===== config.mk =====
export PLATFORM = sky130hd
export DESIGN_NAME = rcore_top
export DESIGN_NICKNAME = d
export VERILOG_FILES = /design/src/rtl/rcore_pkg.sv /design/src/rtl/rcore_ctrl.sv /design/src/rtl/rcore_alu.sv /design/src/rtl/rcore_regfile.sv /design/src/rtl/rcore_dp.sv /design/src/rtl/rcore_top.sv
export SDC_FILE = /design/constraint.sdc
export NUM_CORES = 2
export LEC_CHECK = 0
export BUFFER_PORTS_ARGS = -buffer_cell sky130_fd_sc_hd__buf_2
export CORE_ASPECT_RATIO = 0.6
export CORE_MARGIN = 1.5
export CORE_UTILIZATION = 26
export CTS_CLUSTER_SIZE = 30
export DETAILED_ROUTE_END_ITERATION = 6
export PLACE_DENSITY = 0.36
export SYNTH_ARGS = -nofsm -noshare
export SYNTH_HDL_FRONTEND = slang
export SYNTH_HIERARCHICAL = 1
export SYNTH_SLANG_ARGS = --single-unit
export TNS_END_PERCENT = 20

===== constraint.sdc =====
create_clock -name clk -period 25.2 [get_ports clk]
set_clock_uncertainty 0.05 [all_clocks]
set_input_delay 7.56 -clock clk [delete_from_list [all_inputs] [get_ports clk]]
set_output_delay 7.56 -clock clk [all_outputs]
set_load 0.01 [all_outputs]

===== src/rtl/rcore_pkg.sv =====
`timescale 1ns/1ps
package rcore_pkg;
  localparam int OPC_W   = 6;
  localparam int REG_AW  = 5;
  localparam int SHAMT_W = 5;
  localparam int FUNCT_W = 6;

  localparam logic [FUNCT_W-1:0] FN_ADD = 6'h20;
  localparam logic [FUNCT_W-1:0] FN_SUB = 6'h22;
  localparam logic [FUNCT_W-1:0] FN_AND = 6'h24;
  localparam logic [FUNCT_W-1:0] FN_OR  = 6'h25;

  typedef enum logic [1:0] {
    ALU_ADD = 2'd0,
    ALU_SUB = 2'd1,
    ALU_AND = 2'd2,
    ALU_OR  = 2'd3
  } aluOp_e;

  typedef struct packed {
    logic   regWrite;
    aluOp_e aluOp;
    logic   illegal;
  } ctrlStrobes_t;

  typedef struct packed {
    logic [OPC_W-1:0]   opcode;
    logic [REG_AW-1:0]  rs;
    logic [REG_AW-1:0]  rt;
    logic [REG_AW-1:0]  rd;
    logic [SHAMT_W-1:0] shamt;
    logic [FUNCT_W-1:0] funct;
  } rInstr_t;
endpackage


===== src/rtl/rcore_ctrl.sv =====
`timescale 1ns/1ps
module rcore_ctrl
  import rcore_pkg::*;
(
  input  logic               rst,
  input  logic [OPC_W-1:0]   opcode,
  input  logic [FUNCT_W-1:0] funct,
  output ctrlStrobes_t       strobes
);
  logic legal;

  always_comb begin
    strobes       = '0;
    strobes.aluOp = ALU_ADD;
    legal         = 1'b1;
    case (funct)
      FN_ADD:  strobes.aluOp = ALU_ADD;
      FN_SUB:  strobes.aluOp = ALU_SUB;
      FN_AND:  strobes.aluOp = ALU_AND;
      FN_OR:   strobes.aluOp = ALU_OR;
      default: legal = 1'b0;
    endcase
    if (opcode != '0) legal = 1'b0;
    strobes.illegal  = ~legal;
    strobes.regWrite = legal & ~rst;
  end
endmodule


===== src/rtl/rcore_alu.sv =====
`timescale 1ns/1ps
module rcore_alu
  import rcore_pkg::*;
#(
  parameter int XLEN = 32
) (
  input  logic [XLEN-1:0] opA,
  input  logic [XLEN-1:0] opB,
  input  aluOp_e          op,
  output logic [XLEN-1:0] result,
  output logic            zero
);
  always_comb begin
    case (op)
      ALU_ADD: result = opA + opB;
      ALU_SUB: result = opA - opB;
      ALU_AND: result = opA & opB;
      ALU_OR:  result = opA | opB;
      default: result = '0;
    endcase
  end

  assign zero = (result == '0);
endmodule


===== src/rtl/rcore_regfile.sv =====
`timescale 1ns/1ps
module rcore_regfile #(
  parameter int XLEN  = 32,
  parameter int DEPTH = 32,
  localparam int AW   = $clog2(DEPTH)
) (
  input  logic            clk,
  input  logic [AW-1:0]   rdAddrA,
  output logic [XLEN-1:0] rdDataA,
  input  logic [AW-1:0]   rdAddrB,
  output logic [XLEN-1:0] rdDataB,
  input  logic [AW-1:0]   rdAddrC,
  output logic [XLEN-1:0] rdDataC,
  input  logic            coreWe,
  input  logic [AW-1:0]   coreAddr,
  input  logic [XLEN-1:0] coreData,
  input  logic            dbgWe,
  input  logic [AW-1:0]   dbgAddr,
  input  logic [XLEN-1:0] dbgData
);
  logic [XLEN-1:0] regs [DEPTH];

  for (genvar i = 0; i < DEPTH; i++) begin : g_reg
    if (i == 0) begin : g_zero
      assign regs[i] = '0;
    end else begin : g_live
      logic [XLEN-1:0] q;
      always_ff @(posedge clk) begin
        if (dbgWe && dbgAddr == AW'(i))
          q <= dbgData;
        else if (coreWe && coreAddr == AW'(i))
          q <= coreData;
      end
      assign regs[i] = q;
    end
  end

  assign rdDataA = regs[rdAddrA];
  assign rdDataB = regs[rdAddrB];
  assign rdDataC = regs[rdAddrC];
endmodule


===== src/rtl/rcore_dp.sv =====
`timescale 1ns/1ps
module rcore_dp
  import rcore_pkg::*;
#(
  parameter int XLEN       = 32,
  parameter int REG_COUNT  = 32,
  parameter int INSTR_BYTES = 4,
  localparam int AW        = $clog2(REG_COUNT)
) (
  input  logic            clk,
  input  logic            rst,
  input  ctrlStrobes_t    strobes,
  input  logic [AW-1:0]   rsIdx,
  input  logic [AW-1:0]   rtIdx,
  input  logic [AW-1:0]   rdIdx,
  output logic [XLEN-1:0] pc,
  output logic            aluZero,
  input  logic            dbgWe,
  input  logic [AW-1:0]   dbgAddr,
  input  logic [XLEN-1:0] dbgData,
  input  logic [AW-1:0]   dbgRdAddr,
  output logic [XLEN-1:0] dbgRdData
);
  logic [XLEN-1:0] pcNext;
  logic [XLEN-1:0] srcA;
  logic [XLEN-1:0] srcB;
  logic [XLEN-1:0] aluResult;
  logic            wbEnable;

  assign pcNext = pc + XLEN'(INSTR_BYTES);

  always_ff @(posedge clk) begin
    if (rst) pc <= '0;
    else     pc <= pcNext;
  end

  assign wbEnable = strobes.regWrite & ~strobes.illegal;

  rcore_regfile #(.XLEN(XLEN), .DEPTH(REG_COUNT)) rf_i (
    .clk      (clk),
    .rdAddrA  (rsIdx),
    .rdDataA  (srcA),
    .rdAddrB  (rtIdx),
    .rdDataB  (srcB),
    .rdAddrC  (dbgRdAddr),
    .rdDataC  (dbgRdData),
    .coreWe   (wbEnable),
    .coreAddr (rdIdx),
    .coreData (aluResult),
    .dbgWe    (dbgWe),
    .dbgAddr  (dbgAddr),
    .dbgData  (dbgData)
  );

  rcore_alu #(.XLEN(XLEN)) alu_i (
    .opA    (srcA),
    .opB    (srcB),
    .op     (strobes.aluOp),
    .result (aluResult),
    .zero   (aluZero)
  );
endmodule


===== src/rtl/rcore_top.sv =====
`timescale 1ns/1ps
module rcore_top
  import rcore_pkg::*;
#(
  parameter int XLEN      = 32,
  parameter int REG_COUNT = 32,
  localparam int AW       = $clog2(REG_COUNT)
) (
  input  logic            clk,
  input  logic            rst,
  output logic [XLEN-1:0] fetchAddr,
  input  logic [31:0]     fetchInstr,
  output logic            illegalInstr,
  output logic            aluZero,
  input  logic            dbgWe,
  input  logic [AW-1:0]   dbgAddr,
  input  logic [XLEN-1:0] dbgData,
  input  logic [AW-1:0]   dbgRdAddr,
  output logic [XLEN-1:0] dbgRdData
);
  rInstr_t      instr;
  ctrlStrobes_t strobes;

  assign instr = fetchInstr;

  rcore_ctrl ctrl_i (
    .rst     (rst),
    .opcode  (instr.opcode),
    .funct   (instr.funct),
    .strobes (strobes)
  );

  rcore_dp #(.XLEN(XLEN), .REG_COUNT(REG_COUNT)) dp_i (
    .clk       (clk),
    .rst       (rst),
    .strobes   (strobes),
    .rsIdx     (AW'(instr.rs)),
    .rtIdx     (AW'(instr.rt)),
    .rdIdx     (AW'(instr.rd)),
    .pc        (fetchAddr),
    .aluZero   (aluZero),
    .dbgWe     (dbgWe),
    .dbgAddr   (dbgAddr),
    .dbgData   (dbgData),
    .dbgRdAddr (dbgRdAddr),
    .dbgRdData (dbgRdData)
  );

  assign illegalInstr = strobes.illegal;
endmodule


==> metrics.cfg <==
[outcome]
status=complete, no violations

[floorplanning]
rows=149
core_area_mm2=0.2748
initial_utilization=0.2614
die_w_um=681.6
ios=143
fp.dieH_um=410.2
die-area_mm2=0.2796

[clock_tree]
clk_pin_slew_ns=0.06
cts.repair.resized=0
cts_buffers=121
cts_setup_buffers=0
numClockSinks=1022
cts_max_level=3
clock_latency_ns=0.79
ctsLongestPathBuffers=3
cts_hold_buf=0
cts-root-buf=clkbuf_16
cts_tree=done

[place]
dp_hpwl_mm=209.7
port_buffers=135
routabilityCongestion=0.8666

[yosys]
ys_ff_latch=1022
synthCells=5137
synth_seq_area_share=0.4230
ys_warn_count=6
netlist_area_mm2=0.07184
synth-main-ff-cell=edfxtp_1
synthArstFlopShare=0
synth_top_area_frac=0.4147
synth_edf_count=992
yosysTopAreaCell=edfxtp_1
synth_area_leaders=edfxtp_1 (41%), mux4_2 (18%), mux2_2 (17%)
ys_types=91
avgSynthCellArea_um2=13.98

[timing]
setup_tns_ns=0
rsz0062_at_grt=false
setup_viol=0
finalCritPeriodShare=0.9581
max-slew-margin-rel=0.1445
hold_viol=0
fmax_mhz=41.42
tightest_slew_ns=1.273
period_minus_slack_ns=24.14
maxSlewViolCount=0

[critical_path]
cp-start-kind=input port
cpPeakStageDelay_ns=0.61
critical_path_arrival_ns=16.53
worstSetupEndpointType=primary output
cpLargestDelayFamily=simple AND/OR/NAND/NOR gates
critical_path.max_fanout=38
cp_num_buf_inv=7
crit_type=in -> out
worstPathRequired_ns=17.59
crit_top_cell=buf_4
crit_slowest_cell=or4_1

[finish]
drive_gt1_frac=0.4565
final_core_utilization=0.2947
final_nets=5071
fill_cells=27700
layout_common_cells=mux2_2 (1,061), edfxtp_1 (992), mux4_2 (576)
final_common_cell=mux2_2
syn_to_final_growth_pct=12.73

[route]
drtIter0Drc=5811
routed_wirelength_mm=342.7
drt_pass1_iterations=6
via_per_inst=5.827
ant_nets=0
route.detailed.drc=0
vias=51140
wl_per_cell_um=39.05

[power_and_ir_drop]
power.density_mw_per_mm2=72.54
pwr-share-seq=0.367
p_comb_frac=0.322
switching_share=0.3095
p_leak_nw=26.54
p_int_mw=4.056
switchingPower_mw=1.818
clockPowerShare=0.311
peakVddDrop_mv=0.06216

[worst_hold_path]
min_path_type=reg -> reg

[global_routing]
antenna_found_initial=28
grt_pass1_vias=49700
grt_usage=0.2389
overflow=0
grt_first_pass_wirelength_mm=458.9
grt_max_degree=79

[run]
cap_violations=0

-- worst reg2reg max path, stage by stage (launching register included) --
cell and delay (ns):
edfxtp_1 0.42, mux4_2 0.48, a22o_1 0.33, o21ai_0 0.28, o31ai_1 0.17, buf_4 0.23, or4_1 0.58, nor4b_2 0.32
buf_4 0.21, nand2_1 0.12, or3_1 0.51, nor3_1 0.60, a21oi_1 0.19, xnor2_1 0.16, ha_1 0.36, a21oi_1 0.41
o21ai_0 0.25, a211oi_1 0.29, o22ai_1 0.15, o21ai_0 0.39, a21boi_0 0.25, o41a_1 0.42, o311ai_1 0.13, nor2_1 0.09
buf_4 0.25, mux2_2 0.32
-- worst paths after layout --
kind / from / to / slack [ns] / depth (start not counted)
worst max-delay path: fetchInstr[17] / aluZero / 1.06 / 29
worst min-delay path: dp_i/pc[2] / dp_i/pc[2] / 0.43 / 1
worst max register to register: dp_i/rf_i/g_reg[24].g_live.q[2] / dp_i/rf_i/g_reg[11].g_live.q[31] / 17.04 / 25
worst min register to register: dp_i/pc[2] / dp_i/pc[2] / 0.43 / 1
-- routing by layer --
| layer | wire length [um] | track usage | part of all wire |
|---|---|---|---|
| met5 | 26 | 0 | 0.000076 |
| met1 | 168400 | 0.3710 | 0.49 |
| met4 | 9735 | 0.06332 | 0.028 |
| met3 | 24820 | 0.04257 | 0.072 |
| met2 | 139700 | 0.3355 | 0.41 |
-- power groups by stage --
stage / clock (mW) / sequential (mW) / combinational [mW]
floorplan: 0 / 2.19 / 1.34
global placement: 0 / 2.19 / 1.84
detailed placement: 0 / 2.19 / 1.87
CTS: 1.88 / 2.15 / 1.87
global route: 1.93 / 2.16 / 2.02
finish: 1.83 / 2.15 / 1.89
-- synthesized netlist by cell type, types with 30 or more instances --
cell type	instances
a211oi_1	102
a21oi_1	61
a22o_1	287
and2_1	104
buf_1	45
buf_2	148
clkbuf_1	423
dfxtp_1	30
edfxtp_1	992
ha_1	35
mux2_2	1061
mux2i_1	293
mux4_2	576
nand2_1	92
nor2_1	85
o21ai_0	158
o22ai_1	112
o31ai_1	112
xnor2_1	38
-- sequential cells by signal (all words and copies together) (netlist names) --
register / cells
dp_i/rf_i/g.g_live.q: 992
dp_i/pc: 30
-- area by class of cell --
type                            count  area (um^2)  share of cell area
Sequential cell                  1022        30390              0.3753
Antenna cell                       16        40.04           0.0004944
Tap cell                         3699         4628             0.05715
Timing Repair Buffer              341         2429             0.02999
Multi-Input combinational cell   3448        39530              0.4882
Clock buffer                      150         3201             0.03952
Clock inverter                     77        669.4            0.008266
Inverter                           24        90.09            0.001112
-- kinds of logic after synthesis --
kind of cell / share of synthesized area
flops: 0.4230
mux: 0.3938
simple gates: 0.03461
buf+inv: 0.03931
xor+xnor: 0.007298
fa+ha+maj: 0.01017
compound gates: 0.09174
other cells: 0.00005220
-- through the flow --
stage / cell area, um^2 / instances / total power, mW / setup WS [ns] / hold slack [ns]
floorplan: 71840 / 5138 / 3.524 / 3.639 / 0.4303
CTS: 80940 / 8761 / 5.901 / 1.094 / 0.4435
global route: 80970 / 8772 / 6.104 / 0.6678 / 0.4577
detailed placement: 77070 / 8534 / 4.056 / 1.182 / 0.4284
finish: 80980 / 8777 / 5.874 / 1.056 / 0.4339
global placement: 77070 / 8534 / 4.034 / 1.216 / 0.4214
No activity file was read; power rests on OpenSTA's default activity.
